===== src/rtl/rg_pkg.sv =====
`timescale 1ns/1ps
package rg_pkg;

    typedef enum logic [1:0] {
        PERM_NONE    = 2'b00,
        PERM_SUPER   = 2'b01,
        PERM_USER_RO = 2'b10,
        PERM_FULL    = 2'b11
    } perm_e;

    typedef struct packed {
        perm_e perm;
        logic  cacheable;
        logic  bufferable;
        logic  executable;
    } attr_t;

    typedef struct packed {
        logic valid;
        logic cacheable;
        logic bufferable;
        logic abort;
    } result_t;

    // Permission check for one access against one permission code
    function automatic logic perm_allows(perm_e p, logic is_super, logic is_write);
        logic ok;
        case (p)
            PERM_NONE:    ok = 1'b0;
            PERM_SUPER:   ok = is_super;
            PERM_USER_RO: ok = is_super | ~is_write;
            default:      ok = 1'b1;
        endcase
        return ok;
    endfunction

endpackage


===== src/rtl/rg_region_bank.sv =====
`timescale 1ns/1ps
module rg_region_bank
    import rg_pkg::*;
#(
    parameter int N_REGIONS = 8,
    parameter int PN_W      = 20,
    parameter int SIZE_W    = 5,
    localparam int IDX_W    = (N_REGIONS > 1) ? $clog2(N_REGIONS) : 1
) (
    input  logic                                clk,
    input  logic                                rst_n,
    input  logic                                wr_en,
    input  logic [IDX_W-1:0]                    wr_idx,
    input  logic [PN_W-1:0]                     wr_base,
    input  logic [SIZE_W-1:0]                   wr_size,
    input  logic                                wr_enable,
    input  attr_t                               wr_attr,
    output logic [N_REGIONS-1:0][PN_W-1:0]      base_o,
    output logic [N_REGIONS-1:0][SIZE_W-1:0]    size_o,
    output logic [N_REGIONS-1:0]                en_o,
    output attr_t [N_REGIONS-1:0]               attr_o
);

    typedef struct packed {
        logic [N_REGIONS-1:0][PN_W-1:0]   base;
        logic [N_REGIONS-1:0][SIZE_W-1:0] size;
        logic [N_REGIONS-1:0]             en;
        attr_t [N_REGIONS-1:0]            attr;
    } bank_t;

    bank_t bank_d, bank_q;

    always_comb begin
        bank_d = bank_q;
        if (wr_en && (int'(wr_idx) < N_REGIONS)) begin
            bank_d.base[wr_idx] = wr_base;
            bank_d.size[wr_idx] = wr_size;
            bank_d.en[wr_idx]   = wr_enable;
            bank_d.attr[wr_idx] = wr_attr;
        end
    end

    always_ff @(posedge clk or negedge rst_n) begin
        if (!rst_n) begin
            bank_q <= '0;
        end else begin
            bank_q <= bank_d;
        end
    end

    assign base_o = bank_q.base;
    assign size_o = bank_q.size;
    assign en_o   = bank_q.en;
    assign attr_o = bank_q.attr;

    AST_WRITE_LANDS: assert property (@(posedge clk) disable iff (!rst_n)
        (wr_en && (int'(wr_idx) < N_REGIONS)) |=>
            (en_o[$past(wr_idx)] == $past(wr_enable)) && (size_o[$past(wr_idx)] == $past(wr_size)))
        else $error("region write not stored");

endmodule


===== src/rtl/rg_match.sv =====
`timescale 1ns/1ps
module rg_match #(
    parameter int N_REGIONS = 8,
    parameter int PN_W      = 20,
    parameter int SIZE_W    = 5
) (
    input  logic [PN_W-1:0]                  page,
    input  logic [N_REGIONS-1:0][PN_W-1:0]   base,
    input  logic [N_REGIONS-1:0][SIZE_W-1:0] size,
    input  logic [N_REGIONS-1:0]             en,
    output logic [N_REGIONS-1:0]             hit
);

    // Bits of the page number that take part in the compare for a size code
    function automatic logic [PN_W-1:0] keep_mask(logic [SIZE_W-1:0] s);
        logic [PN_W-1:0] m;
        for (int j = 0; j < PN_W; j++) begin
            m[j] = (j >= int'(s));
        end
        return m;
    endfunction

    for (genvar g = 0; g < N_REGIONS; g++) begin : g_cmp
        logic [PN_W-1:0] mask;
        always_comb begin
            mask   = keep_mask(size[g]);
            hit[g] = en[g] && (((page ^ base[g]) & mask) == '0);
        end
    end

endmodule


===== src/rtl/rg_priority.sv =====
`timescale 1ns/1ps
module rg_priority #(
    parameter int N_REGIONS = 8,
    localparam int IDX_W    = (N_REGIONS > 1) ? $clog2(N_REGIONS) : 1
) (
    input  logic                 clk,
    input  logic                 rst_n,
    input  logic [N_REGIONS-1:0] hit,
    output logic                 any_hit,
    output logic [IDX_W-1:0]     win_idx
);

    // Scan upward so the highest-numbered hit is the last assignment
    always_comb begin
        any_hit = 1'b0;
        win_idx = '0;
        for (int i = 0; i < N_REGIONS; i++) begin
            if (hit[i]) begin
                any_hit = 1'b1;
                win_idx = IDX_W'(i);
            end
        end
    end

    AST_WINNER_IS_HIT: assert property (@(posedge clk) disable iff (!rst_n)
        any_hit |-> hit[win_idx])
        else $error("winner is not a hit");

    AST_NONE_ABOVE: assert property (@(posedge clk) disable iff (!rst_n)
        any_hit |-> ((hit >> win_idx) >> 1) == '0)
        else $error("higher region hit but lost");

    AST_MISS_MEANS_NONE: assert property (@(posedge clk) disable iff (!rst_n)
        !any_hit |-> (hit == '0))
        else $error("hit lost by encoder");

endmodule


===== src/rtl/region_guard.sv =====
`timescale 1ns/1ps
module region_guard
    import rg_pkg::*;
#(
    parameter int N_REGIONS   = 8,
    parameter int ADDR_W      = 32,
    parameter int PAGE_BITS   = 12,
    parameter int SIZE_W      = 5,
    parameter bit FETCH_CHECK = 1'b0,
    localparam int PN_W       = ADDR_W - PAGE_BITS,
    localparam int IDX_W      = (N_REGIONS > 1) ? $clog2(N_REGIONS) : 1
) (
    input  logic              clk,
    input  logic              rst_n,
    input  logic              cfg_we,
    input  logic [IDX_W-1:0]  cfg_idx,
    input  logic [PN_W-1:0]   cfg_base,
    input  logic [SIZE_W-1:0] cfg_size,
    input  logic              cfg_enable,
    input  logic [1:0]        cfg_perm,
    input  logic              cfg_cacheable,
    input  logic              cfg_bufferable,
    input  logic              cfg_executable,
    input  logic              acc_valid,
    input  logic [ADDR_W-1:0] acc_addr,
    input  logic              acc_super,
    input  logic              acc_write,
    output logic              res_valid,
    output logic              res_cacheable,
    output logic              res_bufferable,
    output logic              res_abort
);

    logic [N_REGIONS-1:0][PN_W-1:0]   reg_base;
    logic [N_REGIONS-1:0][SIZE_W-1:0] reg_size;
    logic [N_REGIONS-1:0]             reg_en;
    attr_t [N_REGIONS-1:0]            reg_attr;
    attr_t                            wr_attr;
    logic [N_REGIONS-1:0]             hit;
    logic                             any_hit;
    logic [IDX_W-1:0]                 win_idx;
    attr_t                            sel_attr;
    logic                             exec_ok;
    logic                             allow;
    logic [PN_W-1:0]                  page;
    logic                             unused_offset;
    result_t                          res_d, res_q;

    assign wr_attr = '{perm: perm_e'(cfg_perm), cacheable: cfg_cacheable,
                       bufferable: cfg_bufferable, executable: cfg_executable};

    rg_region_bank #(.N_REGIONS(N_REGIONS), .PN_W(PN_W), .SIZE_W(SIZE_W)) i_bank (
        .clk       (clk),
        .rst_n     (rst_n),
        .wr_en     (cfg_we),
        .wr_idx    (cfg_idx),
        .wr_base   (cfg_base),
        .wr_size   (cfg_size),
        .wr_enable (cfg_enable),
        .wr_attr   (wr_attr),
        .base_o    (reg_base),
        .size_o    (reg_size),
        .en_o      (reg_en),
        .attr_o    (reg_attr)
    );

    assign page          = acc_addr[ADDR_W-1:PAGE_BITS];
    assign unused_offset = ^acc_addr[PAGE_BITS-1:0];

    rg_match #(.N_REGIONS(N_REGIONS), .PN_W(PN_W), .SIZE_W(SIZE_W)) i_match (
        .page (page),
        .base (reg_base),
        .size (reg_size),
        .en   (reg_en),
        .hit  (hit)
    );

    rg_priority #(.N_REGIONS(N_REGIONS)) i_prio (
        .clk     (clk),
        .rst_n   (rst_n),
        .hit     (hit),
        .any_hit (any_hit),
        .win_idx (win_idx)
    );

    assign sel_attr = reg_attr[win_idx];

    if (FETCH_CHECK) begin : g_fetch
        assign exec_ok = sel_attr.executable;

        AST_NOT_EXEC_ABORTS: assert property (@(posedge clk) disable iff (!rst_n)
            (acc_valid && any_hit && !sel_attr.executable) |=> res_abort)
            else $error("fetch from non-executable region allowed");
    end else begin : g_data
        logic unused_exec;
        assign unused_exec = sel_attr.executable;
        assign exec_ok     = 1'b1;
    end

    assign allow = any_hit && exec_ok && perm_allows(sel_attr.perm, acc_super, acc_write);

    always_comb begin
        res_d            = '0;
        res_d.valid      = acc_valid;
        res_d.abort      = acc_valid && !allow;
        res_d.cacheable  = acc_valid && allow && sel_attr.cacheable;
        res_d.bufferable = acc_valid && allow && sel_attr.bufferable;
    end

    always_ff @(posedge clk or negedge rst_n) begin
        if (!rst_n) begin
            res_q <= '0;
        end else begin
            res_q <= res_d;
        end
    end

    assign res_valid      = res_q.valid;
    assign res_cacheable  = res_q.cacheable;
    assign res_bufferable = res_q.bufferable;
    assign res_abort      = res_q.abort;

    AST_ONE_RESULT: assert property (@(posedge clk) disable iff (!rst_n)
        acc_valid |=> res_valid)
        else $error("access without result");

    AST_IDLE_QUIET: assert property (@(posedge clk) disable iff (!rst_n)
        !acc_valid |=> (!res_valid && !res_abort))
        else $error("result without access");

    AST_MISS_ABORTS: assert property (@(posedge clk) disable iff (!rst_n)
        (acc_valid && !any_hit) |=> res_abort)
        else $error("unmatched access allowed");

    AST_ABORT_NO_ATTR: assert property (@(posedge clk) disable iff (!rst_n)
        res_abort |-> (!res_cacheable && !res_bufferable))
        else $error("attributes on aborted access");

    AST_USER_RO_WRITE: assert property (@(posedge clk) disable iff (!rst_n)
        (acc_valid && any_hit && !acc_super && acc_write && sel_attr.perm == PERM_USER_RO)
            |=> res_abort)
        else $error("user write to read-only region allowed");

endmodule


===== config.mk =====
export PLATFORM = sky130hd
export DESIGN_NAME = region_guard
export DESIGN_NICKNAME = d
export VERILOG_FILES = /design/src/rtl/rg_pkg.sv /design/src/rtl/rg_region_bank.sv /design/src/rtl/rg_match.sv /design/src/rtl/rg_priority.sv /design/src/rtl/region_guard.sv
export SDC_FILE = /design/constraint.sdc
export NUM_CORES = 1
export LEC_CHECK = 0
export BUFFER_PORTS_ARGS = -buffer_cell sky130_fd_sc_hd__buf_2
export CORE_ASPECT_RATIO = 1.25
export CORE_MARGIN = 2
export CORE_UTILIZATION = 49
export CTS_CLUSTER_SIZE = 16
export DETAILED_ROUTE_END_ITERATION = 16
export GPL_TIMING_DRIVEN = 0
export HOLD_SLACK_MARGIN = 0.1
export PLACE_DENSITY = 0.69
export SKIP_CTS_REPAIR_TIMING = 1
export SYNTH_ARGS = -nofsm -noshare
export SYNTH_HDL_FRONTEND = slang
export SYNTH_SLANG_ARGS = --single-unit

===== constraint.sdc =====
create_clock -name clk -period 3.15 [get_ports clk]
set_clock_uncertainty 0.15 [all_clocks]
set_input_delay 0.1575 -clock clk [delete_from_list [all_inputs] [get_ports clk]]
set_output_delay 0.1575 -clock clk [all_outputs]
set_load 0.1 [all_outputs]

; ---- Word level (Yosys, flattened, before mapping)
; Index checks and enable logic that the tools add are counted.
[totals]
inputBits = 72
reg_bits = 252
[classes]
n_bitwise = 18
reduce_logical = 24
muxes = 28
n_lt_le_gt_ge = 163
n_eq_ne = 2
[ops]
columns = operator, n
row1 = "4-bit by 5-bit greater-or-equal comparator with 1-bit output, first input constant", 64
row2 = 20-bit AND, 8
row3 = 160-bit bitwise mux, 1
row4 = "3-bit by 5-bit greater-or-equal comparator with 1-bit output, first input constant", 32
row5 = "5-bit greater-or-equal comparator, first input constant", 32
row6 = 20-bit logical NOT, 8
row7 = 20-bit XOR, 8
row8 = 40-bit bitwise mux, 2
row9 = "1-bit by 5-bit greater-or-equal comparator with 1-bit output, first input constant", 16
row10 = "2-bit by 5-bit greater-or-equal comparator with 1-bit output, first input constant", 16
row11 = 20-bit demux with 3-bit select, 1
row12 = 20-bit 2-to-1 mux, 1
row13 = 5-bit binary-select mux with 3-bit select, 1
row14 = 5-bit demux with 3-bit select, 1
row15 = 1-bit logical AND, 14
row16 = 3-bit 2-to-1 mux, 4
row17 = 1-bit 2-to-1 mux, 10
row18 = 5-bit 2-to-1 mux, 2
row19 = 8-bit bitwise mux, 1
row20 = "3-bit by 4-bit < comparator with 1-bit output, second input constant", 2
row21 = 2-bit 2-to-1 mux, 2
row22 = 1-bit demux with 3-bit select, 1
row23 = "3-bit by 1-bit greater-or-equal comparator with 1-bit output, second input constant", 1
row24 = 1-bit case mux with 3 select lines, 1
row25 = other kinds (6), 6

; ---- Logic depth before layout (Yosys ltp)
[depth]
word_depth = 18
mapped_depth = 14
ltp_nobuf = 11

; ---- By module
; Synthesis repeated with hierarchy kept, for this count alone.
[unflattened]
cells_unflattened = 1047
area_unflattened_um2 = 13182.6
[modules_own_cells]
columns = module, cells_per_inst, n_inst, seq_area_each_um2, area_each_um2
row1 = rg_region_bank, 528, 1, 6206.0, 9287.7
row2 = rg_match, 477, 1, 0.0, 3422.0
row3 = region_guard, 30, 1, 100.1, 415.4
row4 = rg_priority, 12, 1, 0.0, 57.6

; ---- Worst setup path after synthesis
; No wires, ideal clock.
[synth_path]
kind = reg2reg
start = reg i_bank.bank_q, in the netlist i_bank.size_o[8]
end = reg res_q, in the netlist res_cacheable
synth_period_minus_slack_ps = 3013
path_stages_with_launch = 13
setup_slack_ps = 137
t_arrival_ps = 2733
cell_sequence = dfrtp_1 -> buf_2 -> o21ai_0 -> a222oi_1 -> nand2_1 -> nor4_4 -> o221ai_2 -> a221oi_2 -> or2_1 -> buf_6 -> mux4_1 -> mux2i_1 -> nor4b_1
[synth_rtl]
columns = element, line_no
row1 = "start, declared", rg_region_bank.sv:31  ; bank_t bank_d, bank_q;
row2 = "start signal, assigned", rg_region_bank.sv:47  ; bank_q <= bank_d;
row3 = "end signal, assigned", region_guard.sv:114  ; res_q <= res_d;
row4 = "end, declared", region_guard.sv:47  ; result_t res_d, res_q;

==> flow_metrics.tcl <==
set metrics [dict create \
    area_delta_synth_final_pct 17.2 \
    async_flop_share 1.00 \
    portBuffers 40 \
    critical_path_required_ns 3.41 \
    layout.nets 1254 \
    hp-start "cfg_idx[0]" \
    drtAntennaViolNets 0 \
    period_minus_slack_ns 3.32 \
    grt_pass1_wl_um 57300 \
    final_common_cell "dfrtp_1" \
    num_antenna_cells 0 \
    critPathTopFamily "compound AO/OA/AOI/OAI gates" \
    antenna_found_initial 0 \
    syn_area_um2 12700 \
    synth_seq_cells 244 \
    maxCapViolations 0 \
    worst_setup_path_start_kind "flop" \
    setup_viol 3 \
    wl_um 39500 \
    p_leak_uw 0.00630 \
    rsz0062_at_grt "yes" \
    drive_above_1_share 0.338 \
    drc 0 \
    grt.overflow.total 0 \
    reg2reg_to "res_bufferable" \
    whs_path_depth 3 \
    worstRegToRegCells 12 \
    cts_buffers 26 \
    grtUsageTotal 0.286 \
    crit_fanout 7 \
    via_count 9271 \
    synth_area_leader_cell "dfrtp_1" \
    syn_inst 1062 \
    mostFrequentLayoutCells "dfrtp_1, mux2_2, xor2_1" \
    crit_type "flop to flop" \
    vdd_drop_max_v 0.000434 \
    grt_pass1_vias 8839 \
    powerDensity_nw_per_um2 693 \
    crit_path_top_delay_cell "mux4_2" \
    worstPathArrival_ns 3.58 \
    cp-end-kind "flop" \
    synthTopCellsByArea "dfrtp_1, mux2_2, xor2_1" \
    slew_viol_final 0 \
    rrSetupSlack_ns -0.17 \
    violations "setup timing" \
    rows 65 \
    worst_pin_slew_ns 0.974 \
    avgSynthCellArea_um2 12.0 \
    place_ws_ns -0.794 \
    via_per_inst 6.04 \
    initial_utilization 0.501 \
    clk_pin_slew_worst_paths_ns 0.06 \
    critPathMaxStageDelay_ns 0.52 \
    synth_ff_type "dfrtp_1" \
    drt_pre_antenna_iters 5 \
    drtIter0Drc 690 \
    synthesis.nets 1134 \
    path_cells "buf_4, nor2_1, a31oi_1, nand4_1, o41ai_4, a22oi_1, a221oi_2, or2_1, buf_6, mux4_2, mux2i_1, nor4b_2" \
    hold_viol 0 \
    ios 76 \
    synth_cell_type_count 66 \
    min_period_over_period 1.05 \
    drt-wirelength-per-cell_um 25.7 \
    clk_path_buf_depth 3 \
    die-area_um2 27300 \
    dieWidth_um 148 \
    seq_area_frac_synth 0.480 \
    dp_hpwl_um 25600 \
    placed_cell_area_um2 13400 \
    worstSkewPairLatency_ns 0.53 \
    holdCritPathClass "input port to flop" \
    cts_tree "done" \
    relSlewSlack 0.349 \
    grt_max_degree 107 \
    fin_ws_ns -0.173 \
    routabilityCongestion 0.905 \
    cts.sinks 244 \
    yosys_warnings 0 \
    die_y_um 184 \
    finalInstanceArea_um2 14900 \
    timing.rr.start "i_bank.size_o[15]" \
    hold_end "i_bank.size_o[20]" \
    max_freq_mhz 301 \
    cts_root_buf "clkbuf_16" \
    outcome "finished with violations" \
    synth_edf_count 0 \
    synth_top_area_share 0.480 \
    path_buf_inv 2 \
    core_um2 25400 \
    ctsHtreeMaxLevel 1 \
]
## layer usage
metal / part of all wire / wire, um / vias to the layer above / GRT usage
met3: 0.061 / 2430 / 89 / 0.0282
met2: 0.49 / 19500 / 359 / 0.482
li1: - / - / 4072 / -
met1: 0.41 / 16100 / 4751 / 0.387
met4: 0.038 / 1500 / 0 / 0.101
met5: 0 / 0 / - / 0
## cell usage after synthesis, types with 3 or more instances
cell type and number:
o211ai_1 11, mux2_2 235, o22ai_1 8, and2_1 5
dfrtp_1 244, a222oi_1 4, nand3_1 18, xor2_1 119
o21ai_0 38, o21a_1 3, a21o_1 6, a32oi_1 6
nor4_1 6, o41ai_1 3, inv_1 12, nand4b_1 3
nor3_1 10, o21ai_1 3, nor2_1 28, a21oi_1 39
a22oi_1 12, buf_6 4, nand4_1 8, mux4_1 4
clkbuf_1 37, a211oi_1 8, xnor2_1 40, nor4b_1 3
buf_1 7, nand2b_1 7, a31oi_1 10, buf_2 26
mux2i_1 5, o31ai_1 7, a211o_1 3, nand2_1 39
o211a_1 3
## how the worst max path moves through the flow
stage,startpoint,endpoint,slack (ns),cells after the start
2_1_floorplan,i_bank.size_o[8],res_cacheable,0.14,12
3_3_place_gp,rst_n,i_bank.size_o[2],-2.66,1
3_5_place_dp,acc_addr[22],res_bufferable,-0.79,12
4_1_cts,i_bank.size_o[26],res_bufferable,-0.69,11
5_1_grt,i_bank.size_o[17],res_bufferable,-0.24,12
6_report,i_bank.size_o[15],res_bufferable,-0.17,12
## cells by family after synthesis
group	synth area share
compound gates	0.104
xor+xnor	0.111
buf+inv	0.0309
flops	0.480
mux	0.220
simple gates	0.0543
## report_power, final
group          switching (uW)  total, uW  internal [uW]  leakage [uW]
Combinational            1530       2960           1430       0.00296
Sequential                507       4330           3830       0.00293
Clock                    1230       3030           1810      0.000405
## sequential cells by signal, indices dropped and copies added, names as in the netlist
register        cells
i_bank.base_o     160
i_bank.en_o         8
res_abort           1
res_cacheable       1
i_bank.attr_o      32
res_bufferable      1
res_valid           1
i_bank.size_o      40
## metrics by stage
step                       util  total power [uW]  TNS (ns)  hold WS (ns)  std cells
after global placement    0.526              6960   -644.74         0.156       1437
after detailed placement  0.528              7030     -2.33       -0.0233       1439
after CTS                 0.561             10100     -2.02        -0.579       1485
after global routing      0.587             10800    -0.685         0.181       1535
after floorplan               -              6260         0        -0.288       1062
final                     0.587             10300    -0.503         0.171       1535
## final cells by class
type / count / area (um^2)
fill: 2164 / 10500
multi-input combinational: 731 / 6340
sequential: 244 / 6110
timing repair buffer: 96 / 781
clock buffer: 42 / 762
tap: 335 / 419
buffer: 71 / 382
clock inverter: 4 / 70.1
inverter: 12 / 45.0
## worst reg2reg max path, cell delays in order (launching register included)
cell and delay, ns:
dfrtp_2 0.44, buf_4 0.14, nor2_1 0.05, a31oi_1 0.22, nand4_1 0.18, o41ai_4 0.47, a22oi_1 0.15, a221oi_2 0.32
or2_1 0.16, buf_6 0.17, mux4_2 0.52, mux2i_1 0.18, nor4b_2 0.07
(Power assumes the default switching activity.)
